### src/rtl/clkp_pkg.sv
package clkp_pkg;
  localparam int CODE_W   = 4;
  localparam int MAX_CODE = 7;

  typedef struct packed {
    logic              valid;
    logic [CODE_W-1:0] code;
  } clkp_req_t;
endpackage

### src/rtl/clkp_regs.sv
module clkp_regs
  import clkp_pkg::*;
#(
  parameter int CW   = CODE_W,
  parameter int MAXC = MAX_CODE
) (
  input  logic          clk,
  input  logic          rst,
  input  logic [CW-1:0] init_code,
  input  logic          wr_en,
  input  logic [CW-1:0] wr_data,
  input  logic          ack,
  output logic          pend_v,
  output logic [CW-1:0] pend_code,
  output logic [CW-1:0] rd_data
);
  localparam logic [CW-1:0] LIMIT = CW'(MAXC);

  logic legal;
  assign legal = wr_en && (wr_data <= LIMIT);

  always_ff @(posedge clk) begin
    if (rst) begin
      pend_v    <= 1'b0;
      pend_code <= init_code;
      rd_data   <= init_code;
    end else if (legal) begin
      pend_v    <= 1'b1;
      pend_code <= wr_data;
      rd_data   <= wr_data;
    end else if (ack) begin
      pend_v    <= 1'b0;
    end
  end

  assert_accept_R3: assert property (@(posedge clk) disable iff (rst)
    (wr_en && (wr_data <= LIMIT)) |=> (rd_data == $past(wr_data)));

  assert_reserved_ignored_R4: assert property (@(posedge clk) disable iff (rst)
    (wr_en && (wr_data > LIMIT)) |=> $stable(rd_data));
endmodule

### src/rtl/clkp_switch.sv
module clkp_switch
  import clkp_pkg::*;
#(
  parameter int CW   = CODE_W,
  parameter int MAXC = MAX_CODE,
  parameter int HW   = MAX_CODE + 1
) (
  input  logic          clk,
  input  logic          rst,
  input  logic [CW-1:0] init_code,
  input  logic          boundary,
  input  logic          pend_v,
  input  logic [CW-1:0] pend_code,
  output logic          ack,
  output logic [CW-1:0] cur_code,
  output logic [HW-1:0] init_half,
  output logic [HW-1:0] next_half
);
  function automatic logic [HW-1:0] half_of(input logic [CW-1:0] c);
    half_of = {{(HW-1){1'b0}}, 1'b1} << c;
  endfunction

  logic [HW-1:0] cur_half, req_half;

  assign cur_half  = half_of(cur_code);
  assign req_half  = half_of(pend_code);
  assign init_half = half_of(init_code);
  assign ack       = boundary && pend_v;

  always_comb begin
    if (pend_v)
      next_half = (req_half > cur_half) ? req_half : cur_half;
    else
      next_half = cur_half;
  end

  always_ff @(posedge clk) begin
    if (rst)
      cur_code <= init_code;
    else if (ack)
      cur_code <= pend_code;
  end

  assert_next_pow2_R2: assert property (@(posedge clk) disable iff (rst)
    boundary |-> $onehot(next_half));
endmodule

### src/rtl/clkp_divider.sv
module clkp_divider
  import clkp_pkg::*;
#(
  parameter int HW = MAX_CODE + 1
) (
  input  logic          clk,
  input  logic          rst,
  input  logic [HW-1:0] init_half,
  input  logic [HW-1:0] next_half,
  output logic          boundary,
  output logic          phase,
  output logic          sys_clk_o
);
  logic [HW-1:0] cnt;
  logic [HW-1:0] half;
  logic [HW:0]   last;

  assign last     = {half, 1'b0} - {{HW{1'b0}}, 1'b1};
  assign boundary = ({1'b0, cnt} == last);
  assign phase    = (cnt < half);

  always_ff @(posedge clk) begin
    if (rst) begin
      cnt       <= '0;
      half      <= init_half;
      sys_clk_o <= 1'b0;
    end else begin
      sys_clk_o <= phase;
      if (boundary) begin
        cnt  <= '0;
        half <= next_half;
      end else begin
        cnt  <= cnt + 1'b1;
      end
    end
  end

  assert_rise_at_start_R2: assert property (@(posedge clk) disable iff (rst)
    $rose(sys_clk_o) |-> (cnt == {{(HW-1){1'b0}}, 1'b1}));

  assert_half_pow2_R2: assert property (@(posedge clk) disable iff (rst)
    $onehot(half));

  assert_half_only_at_boundary_R5: assert property (@(posedge clk) disable iff (rst)
    !boundary |=> $stable(half));
endmodule

### src/rtl/clkp_ckout.sv
module clkp_ckout (
  input  logic clk,
  input  logic rst,
  input  logic phase,
  input  logic en,
  output logic ckout_o
);
  always_ff @(posedge clk) begin
    if (rst) ckout_o <= 1'b0;
    else     ckout_o <= en & phase;
  end

  assert_off_when_disabled_R7: assert property (@(posedge clk) disable iff (rst)
    !en |=> !ckout_o);
endmodule

### src/rtl/clkp_top.sv
module clkp_top
  import clkp_pkg::*;
#(
  parameter int CW   = CODE_W,
  parameter int MAXC = MAX_CODE
) (
  input  logic          clk_src,
  input  logic          rst,
  input  logic [CW-1:0] rst_code,
  input  logic          wr_en,
  input  logic [CW-1:0] wr_data,
  output logic [CW-1:0] rd_data,
  input  logic          ckout_en,
  output logic          sys_clk,
  output logic          ckout
);
  localparam int HW = MAXC + 1;
  localparam logic [CW-1:0] LIMIT = CW'(MAXC);

  logic [CW-1:0] init_code;
  logic [HW-1:0] init_half, next_half;
  logic          boundary, phase, ack;
  clkp_req_t     req;
  logic [CW-1:0] cur_code;

  assign init_code = (rst_code > LIMIT) ? LIMIT : rst_code;

  clkp_regs #(.CW(CW), .MAXC(MAXC)) u_regs (
    .clk(clk_src), .rst(rst), .init_code(init_code),
    .wr_en(wr_en), .wr_data(wr_data), .ack(ack),
    .pend_v(req.valid), .pend_code(req.code), .rd_data(rd_data)
  );

  clkp_switch #(.CW(CW), .MAXC(MAXC), .HW(HW)) u_switch (
    .clk(clk_src), .rst(rst), .init_code(init_code),
    .boundary(boundary), .pend_v(req.valid), .pend_code(req.code),
    .ack(ack), .cur_code(cur_code),
    .init_half(init_half), .next_half(next_half)
  );

  clkp_divider #(.HW(HW)) u_div (
    .clk(clk_src), .rst(rst), .init_half(init_half), .next_half(next_half),
    .boundary(boundary), .phase(phase), .sys_clk_o(sys_clk)
  );

  clkp_ckout u_ck (
    .clk(clk_src), .rst(rst), .phase(phase), .en(ckout_en), .ckout_o(ckout)
  );

  assert_active_matches_readback_R5: assert property (@(posedge clk_src) disable iff (rst)
    !req.valid |-> (cur_code == rd_data));
endmodule

### config.mk
export PLATFORM = sky130hd
export DESIGN_NAME = clkp_top
export DESIGN_NICKNAME = d
export VERILOG_FILES = /design/src/rtl/clkp_pkg.sv /design/src/rtl/clkp_regs.sv /design/src/rtl/clkp_switch.sv /design/src/rtl/clkp_divider.sv /design/src/rtl/clkp_ckout.sv /design/src/rtl/clkp_top.sv
export SDC_FILE = /design/constraint.sdc
export NUM_CORES = 1
export LEC_CHECK = 0
export BUFFER_PORTS_ARGS = -buffer_cell sky130_fd_sc_hd__buf_2
export CORE_ASPECT_RATIO = 2
export CORE_MARGIN = 2
export CORE_UTILIZATION = 59
export DETAILED_ROUTE_END_ITERATION = 10
export GPL_TIMING_DRIVEN = 0
export PLACE_DENSITY_LB_ADDON = 0.25
export SYNTH_ARGS = -nofsm -noshare
export SYNTH_HDL_FRONTEND = slang
export SYNTH_SLANG_ARGS = --single-unit
### constraint.sdc
create_clock -name clk_src -period 3.2 [get_ports clk_src]
set_clock_uncertainty 0.1 [all_clocks]
set_input_delay 0.48 -clock clk_src [delete_from_list [all_inputs] [get_ports clk_src]]
set_output_delay 0.48 -clock clk_src [all_outputs]
set_load 0.1 [all_outputs]
==> results of run 1 <==
-- sequential cells by signal, summed over array words and instances, names as in the netlist --
name,flops
u_switch.cur_code,4
u_ck.ckout_o,1
u_div.half,8
u_div.cnt,8
u_regs.pend_v,1
u_regs.pend_code,4
u_div.sys_clk_o,1
-- power by group --
group	switching [mW]	internal, mW	total [mW]
clock	0.100	0.0892	0.190
combinational	0.163	0.0764	0.240
sequential	0.0271	0.395	0.422
total	0.291	0.561	0.851
-- cell families (layout without fill, tap and decap cells) --
family	count (synthesis)	in the layout	synth area share, %
AND/OR/NAND/NOR	96	96	27.7
XOR/XNOR	12	12	5.47
AO/OA/AOI/OAI	38	38	14.8
flip-flops	27	27	36.5
adder cells (fa/ha/maj)	17	17	11.1
buffers and inverters	21	40	4.49
-- cell usage in the layout (no fill, tap or decap), types with 5 or more instances in the layout --
cell type and count:
nor2_1 21, ha_1 17, edfxtp_1 16, inv_1 15, buf_2 15, nand2_1 14
dfxtp_1 11, nand2b_1 8, xnor2_1 7, nor2_2 7, nor2b_1 6, nor3_1 6
a21oi_1 6, clkbuf_1 5, o21ai_0 5, nand4_1 5, xor2_1 5
-- metrics by stage --
step                      worst slack [ns]  utilization (%)
after detailed placement             0.320             64.6
final                                0.219             66.0
after global routing                0.0763             66.0
after global placement               0.369             64.6
after floorplan                     0.0557                -
after CTS                            0.292             66.0
-- tightest hold or removal path, delay by kind of cell --
family,cells,cell delay [ns]
buffers and inverters,1,0.09
and+or+nand+nor,1,0.06
AOI/OAI and AO/OA,1,0.07
-- worst max path at each step --
| stage | slack [ns] | to | startpoint | cells past startpoint |
|---|---|---|---|---|
| global route | 0.08 | u_div.half[0] | u_regs.pend_code[0] | 9 |
| detailed placement | 0.32 | u_div.half[0] | u_regs.pend_code[0] | 9 |
| floorplan | 0.06 | u_div.half[3] | u_regs.pend_code[0] | 9 |
| global placement | 0.37 | u_div.half[0] | u_regs.pend_code[0] | 9 |
| finish | 0.22 | u_div.half[0] | u_regs.pend_code[0] | 9 |
| CTS | 0.29 | u_div.half[0] | u_regs.pend_code[0] | 9 |
-- per-layer routing --
| metal | track usage (%) | wire, um |
|---|---|---|
| met1 | 26.9 | 1410 |
| met2 | 48.0 | 2470 |
| met3 | 1.51 | 142 |
| met4 | 13.5 | 176 |
| met5 | 0 | 0 |
-- final cells by class --
| cell class | count | area share, % |
|---|---|---|
| Buffer | 6 | 1.44 |
| Clock buffer | 4 | 2.16 |
| Tap cell | 31 | 1.86 |
| Timing Repair Buffer | 15 | 3.60 |
| Sequential cell | 27 | 33.6 |
| Multi-Input combinational cell | 163 | 54.6 |
| Inverter | 15 | 2.70 |
==> metrics.cfg, run 1 <==
[outcome]
outcome = finished clean

[layout]
multi_input_area_mm2 = 0.00114
layout.nets = 260
design_area_mm2 = 0.00208
layout.area.seq_um2 = 701
antenna_cells = 0
area_growth_syn_to_layout_pct = 8.53
layout.cells.non_filler = 261
fillers = 286
drive_gt1_share_pct = 13.9

[floorplan]
rows = 29
initial_core_util_pct = 60.8
die_h_um = 84.7
fp.dieArea_mm2 = 0.00376
num_io_pins = 18
core_area_mm2 = 0.00316
die_w_um = 44.3

[clocking]
path_clk_slew_ns = 0.09
cts_buffers = 3
root_buffer = clkbuf_8
clock_path_buffers = 2
cts_resized = 0
cts_tree = built
cts_max_level = 1
clock_sinks = 27
post_cts_buffers = 0
clk_latency_ns = 0.27
ctsHoldBuffers = 0

[power]
p_per_area_mw_per_mm2 = 408
p_total_mw = 0.851
p_leak_nw = 0.856
ir_drop_v = 0.000323

[placement]
post_dp_cell_area_mm2 = 0.00204
routabilityCongestion = 0.974
hpwl_mm = 3.38
numPlacedInstances = 257
port-buffer-count = 15

[synthesis]
synthesis.nets = 240
synthCells = 211
yosysUniqueCellTypes = 48
synth_commonest_cells = 21 x nor2_1, 17 x ha_1, 16 x edfxtp_1, 15 x inv_1, 14 x nand2_1
synth_edf_count = 16
ys_seq_elements = 27
yosysMostFrequentCell = nor2_1
synth.avg_cell_area_um2 = 9.10
yosys_warnings = 0
ys_seq_area_share_pct = 36.5
synthArstFlopShare_pct = 0
synth_area_leaders = edfxtp_1 25%, dfxtp_1 11%, ha_1 11%, nor2_1 4.1%, xnor2_1 3.2%
synth_flop_cell = edfxtp_1
yosysTopAreaCellShare_pct = 25.0
synth_area_mm2 = 0.00192
synth_top_area_cell = edfxtp_1

[route]
ant_nets = 0
avgRoutedWirePerCell_um = 16.1
drcViolationCount = 0
drt-pass1-iter-count = 4
routed_wl_mm = 4.20
viasPerCell = 6.25
drt_iter0_drc = 53
vias = 1631

[grt]
grt_use_total_pct = 25.8
grt_pass1_vias = 1599
grt_max_degree = 18
grt_pass1_wl_mm = 7.22
grt-ovfl-total = 0
antenna_found_initial = 0

[sta]
fmax_mhz = 336
rsz0062_at_grt = no
finalSetupTns_ns = 0
hold_ws_ns = 0.355
drv_slew = 0
worstMarginPinSlew_ns = 0.761
period_minus_slack_ns = 2.98
hold_viol = 0
fin_crit_sh_pct = 93.1
slew_headroom_pct = 48.8
setup_viol = 0

[hold_path]
holdPathEnd = u_ck.ckout_o
holdCritStartpoint = ckout_en
hold_depth = 3
worstHoldPathType = input pin to flip-flop

[worst_setup_path]
r2r-start = u_regs.pend_code[0]
critical_path_required_ns = 3.24
start_kind = flip-flop
critPathMaxFanout = 7
end_kind = flip-flop
worst_ep_arrival_time_ns = 3.02
path_buf_inv = 0
worst_path_largest_cell_delay_ns = 0.59
r2r_end = u_div.half[0]
cp_top_family = simple AND/OR/NAND/NOR gates
path_class = flip-flop to flip-flop
worstPathCellList = or2_2, or3_1, ha_1, nor2b_1, o211ai_1, a21oi_1, o31ai_2, nor4_1, a221o_1
worst-r2r-setup-slack_ns = 0.22
rr_worst_depth = 9
cp_slowest_cell = nor4_1

[run]
maxCapViolations = 0

Power figures use the tool's default switching activity.
==> inputs of run 2 (changes only) <==
- CORE_UTILIZATION: 59 -> 55
- RECOVER_POWER: unset -> 50
==> metrics.cfg, run 2 (synthesized netlist as in run 1, its figures left out) <==
[placement]
routabilityCongestion = 1.02  ; was 0.974
numPlacedInstances = 258  ; was 257
port-buffer-count = 15  ; unchanged
hpwl_mm = 3.24  ; was 3.38 mm

[power]
switching_share_pct = 34.3  ; was 34.2%
ir_drop_v = 0.000293  ; was 0.000323 V
p_leak_nw = 0.833  ; was 0.856 nW
p_sw_mw = 0.290  ; was 0.291 mW
pwr-share-seq_pct = 49.8  ; was 49.6%
power_frac_clock_pct = 22.9  ; was 22.3%
p_int_mw = 0.556  ; was 0.561 mW
p_per_area_mw_per_mm2 = 409  ; was 408 mW/mm2
combPwrFrac_pct = 27.3  ; was 28.2%

[grt]
grt-ovfl-total = 0  ; unchanged
grt_pass1_vias = 1656  ; was 1599
antenna_found_initial = 0  ; unchanged
grt_use_total_pct = 25.2  ; was 25.8%
grt_pass1_wl_mm = 7.33  ; was 7.22 mm
grt_max_degree = 18  ; unchanged

[worst_setup_path]
critical_path_required_ns = 3.24  ; about the same
rr_worst_depth = 9  ; unchanged
worstPathCellList = or2_2, or3_1, ha_1, nor2b_1, o211ai_1, a21oi_1, o31ai_2, nor4_1, a221o_1  ; unchanged
worst_ep_arrival_time_ns = 3.00  ; was 3.02 ns
path_class = flip-flop to flip-flop  ; unchanged
worst_path_largest_cell_delay_ns = 0.58  ; was 0.59 ns
cp_slowest_cell = nor4_1  ; unchanged
cp.depth = 9  ; unchanged
start_kind = flip-flop  ; unchanged
path_buf_inv = 0  ; unchanged
cp_top_family = simple AND/OR/NAND/NOR gates  ; unchanged
end_kind = flip-flop  ; unchanged
critPathMaxFanout = 7  ; unchanged

[sta]
setup_viol = 0  ; unchanged
worstMarginPinSlew_ns = 1.16  ; was 0.761 ns
rsz0062_at_grt = no  ; unchanged
finalSetupTns_ns = 0  ; unchanged
hold_viol = 0  ; unchanged
fmax_mhz = 339  ; was 336 MHz
fin_crit_sh_pct = 92.3  ; was 93.1%
slew_headroom_pct = 22.8  ; was 48.8%
drv_slew = 0  ; unchanged
period_minus_slack_ns = 2.95  ; was 2.98 ns

[floorplan]
die_w_um = 45.8  ; was 44.3 um
num_io_pins = 18  ; unchanged
fp.dieArea_mm2 = 0.00401  ; was 0.00376 mm2
initial_core_util_pct = 56.9  ; was 60.8%
die_h_um = 87.6  ; was 84.7 um
rows = 30  ; was 29
core_area_mm2 = 0.00338  ; was 0.00316 mm2

[route]
avgRoutedWirePerCell_um = 15.8  ; was 16.1 um
viasPerCell = 6.15  ; was 6.25
routed_wl_mm = 4.14  ; was 4.20 mm
drcViolationCount = 0  ; unchanged
drt-pass1-iter-count = 4  ; unchanged
drt_iter0_drc = 59  ; was 53
ant_nets = 0  ; unchanged
vias = 1612  ; was 1631

[layout]
antenna_cells = 0  ; unchanged
mostFrequentLayoutCells = 21 x nor2_1, 17 x ha_1, 16 x edfxtp_1, 15 x inv_1, 14 x nand2_1  ; was 21 x nor2_1, 17 x ha_1, 16 x edfxtp_1, 15 x inv_1, 15 x buf_2
drive_gt1_share_pct = 10.4  ; was 13.9%
largestRegisters = u_div.cnt (8), u_div.half (8)  ; unchanged
area_growth_syn_to_layout_pct = 7.62  ; was 8.53%
layout.nets = 260  ; unchanged
layout.cells.non_filler = 262  ; was 261
final_common_cell = nor2_1  ; unchanged

[clocking]
ctsHoldBuffers = 0  ; unchanged
post_cts_buffers = 0  ; unchanged
cts_buffers = 3  ; unchanged
clock_path_buffers = 2  ; unchanged
cts_resized = 0  ; unchanged
cts_tree = built  ; unchanged
root_buffer = clkbuf_8  ; unchanged
path_clk_slew_ns = 0.09  ; about the same
clk_latency_ns = 0.28  ; was 0.27 ns
cts_max_level = 1  ; unchanged
clock_sinks = 27  ; unchanged

[run]
maxCapViolations = 0  ; unchanged

[hold_path]
worstHoldPathType = input pin to flip-flop  ; unchanged
hold_depth = 3  ; unchanged

[outcome]
outcome = finished clean  ; unchanged

[run 2: worst min-delay path: stages]
cell,delay (ns)
buf_2,0.08
nand3_1,0.05
o21ai_0,0.06
[run 2: worst paths after layout]
path	startpoint	endpoint	slack, ns
hold / removal	ckout_en	u_ck.ckout_o	0.34
setup reg to reg	u_regs.pend_code[0]	u_div.half[3]	0.25
hold reg to reg	u_div.cnt[0]	u_div.cnt[0]	0.41
setup / recovery	u_regs.pend_code[0]	u_div.half[3]	0.25
[run 2: power by group through the flow]
stage	Sequential, mW	Clock (mW)	Combinational (mW)
final	0.422	0.194	0.231
after global routing	0.426	0.207	0.256
after CTS	0.421	0.191	0.234
after detailed placement	0.429	0	0.233
after global placement	0.428	0	0.230
after floorplan	0.484	0	0.127
[run 2: through the flow]
stage / hold slack, ns / utilization, % / cell area [um2] / setup slack, ns / power [mW]
global placement: 0.391 / 60.4 / 2040 / 0.376 / 0.659
global route: 0.392 / 61.2 / 2070 / 0.0489 / 0.889
finish: 0.336 / 61.2 / 2070 / 0.246 / 0.846
detailed placement: 0.393 / 60.4 / 2040 / 0.325 / 0.662
CTS: 0.352 / 61.7 / 2090 / 0.287 / 0.847
floorplan: 0.354 / - / 1930 / 0.0557 / 0.611
[run 2: routing by layer]
| layer | GRT usage (%) | share of wire, % | vias to the layer above | wire length (um) |
|---|---|---|---|---|
| met5 | 0 | 0 | - | 0 |
| met2 | 48.1 | 59 | 48 | 2420 |
| li1 | - | - | 804 | - |
| met4 | 10.9 | 3.1 | 0 | 129 |
| met1 | 25.4 | 34 | 749 | 1430 |
| met3 | 3.09 | 3.9 | 11 | 160 |
[run 2: area by class of cell]
| class | count | area [um2] |
|---|---|---|
| well taps | 32 | 40.0 |
| plain buffers | 6 | 23.8 |
| flip-flops and latches | 27 | 701 |
| fillers | 304 | 1310 |
| inverters | 15 | 56.3 |
| repair buffers | 15 | 66.3 |
| multi-input cells | 163 | 1130 |
| clock buffers | 4 | 45.0 |
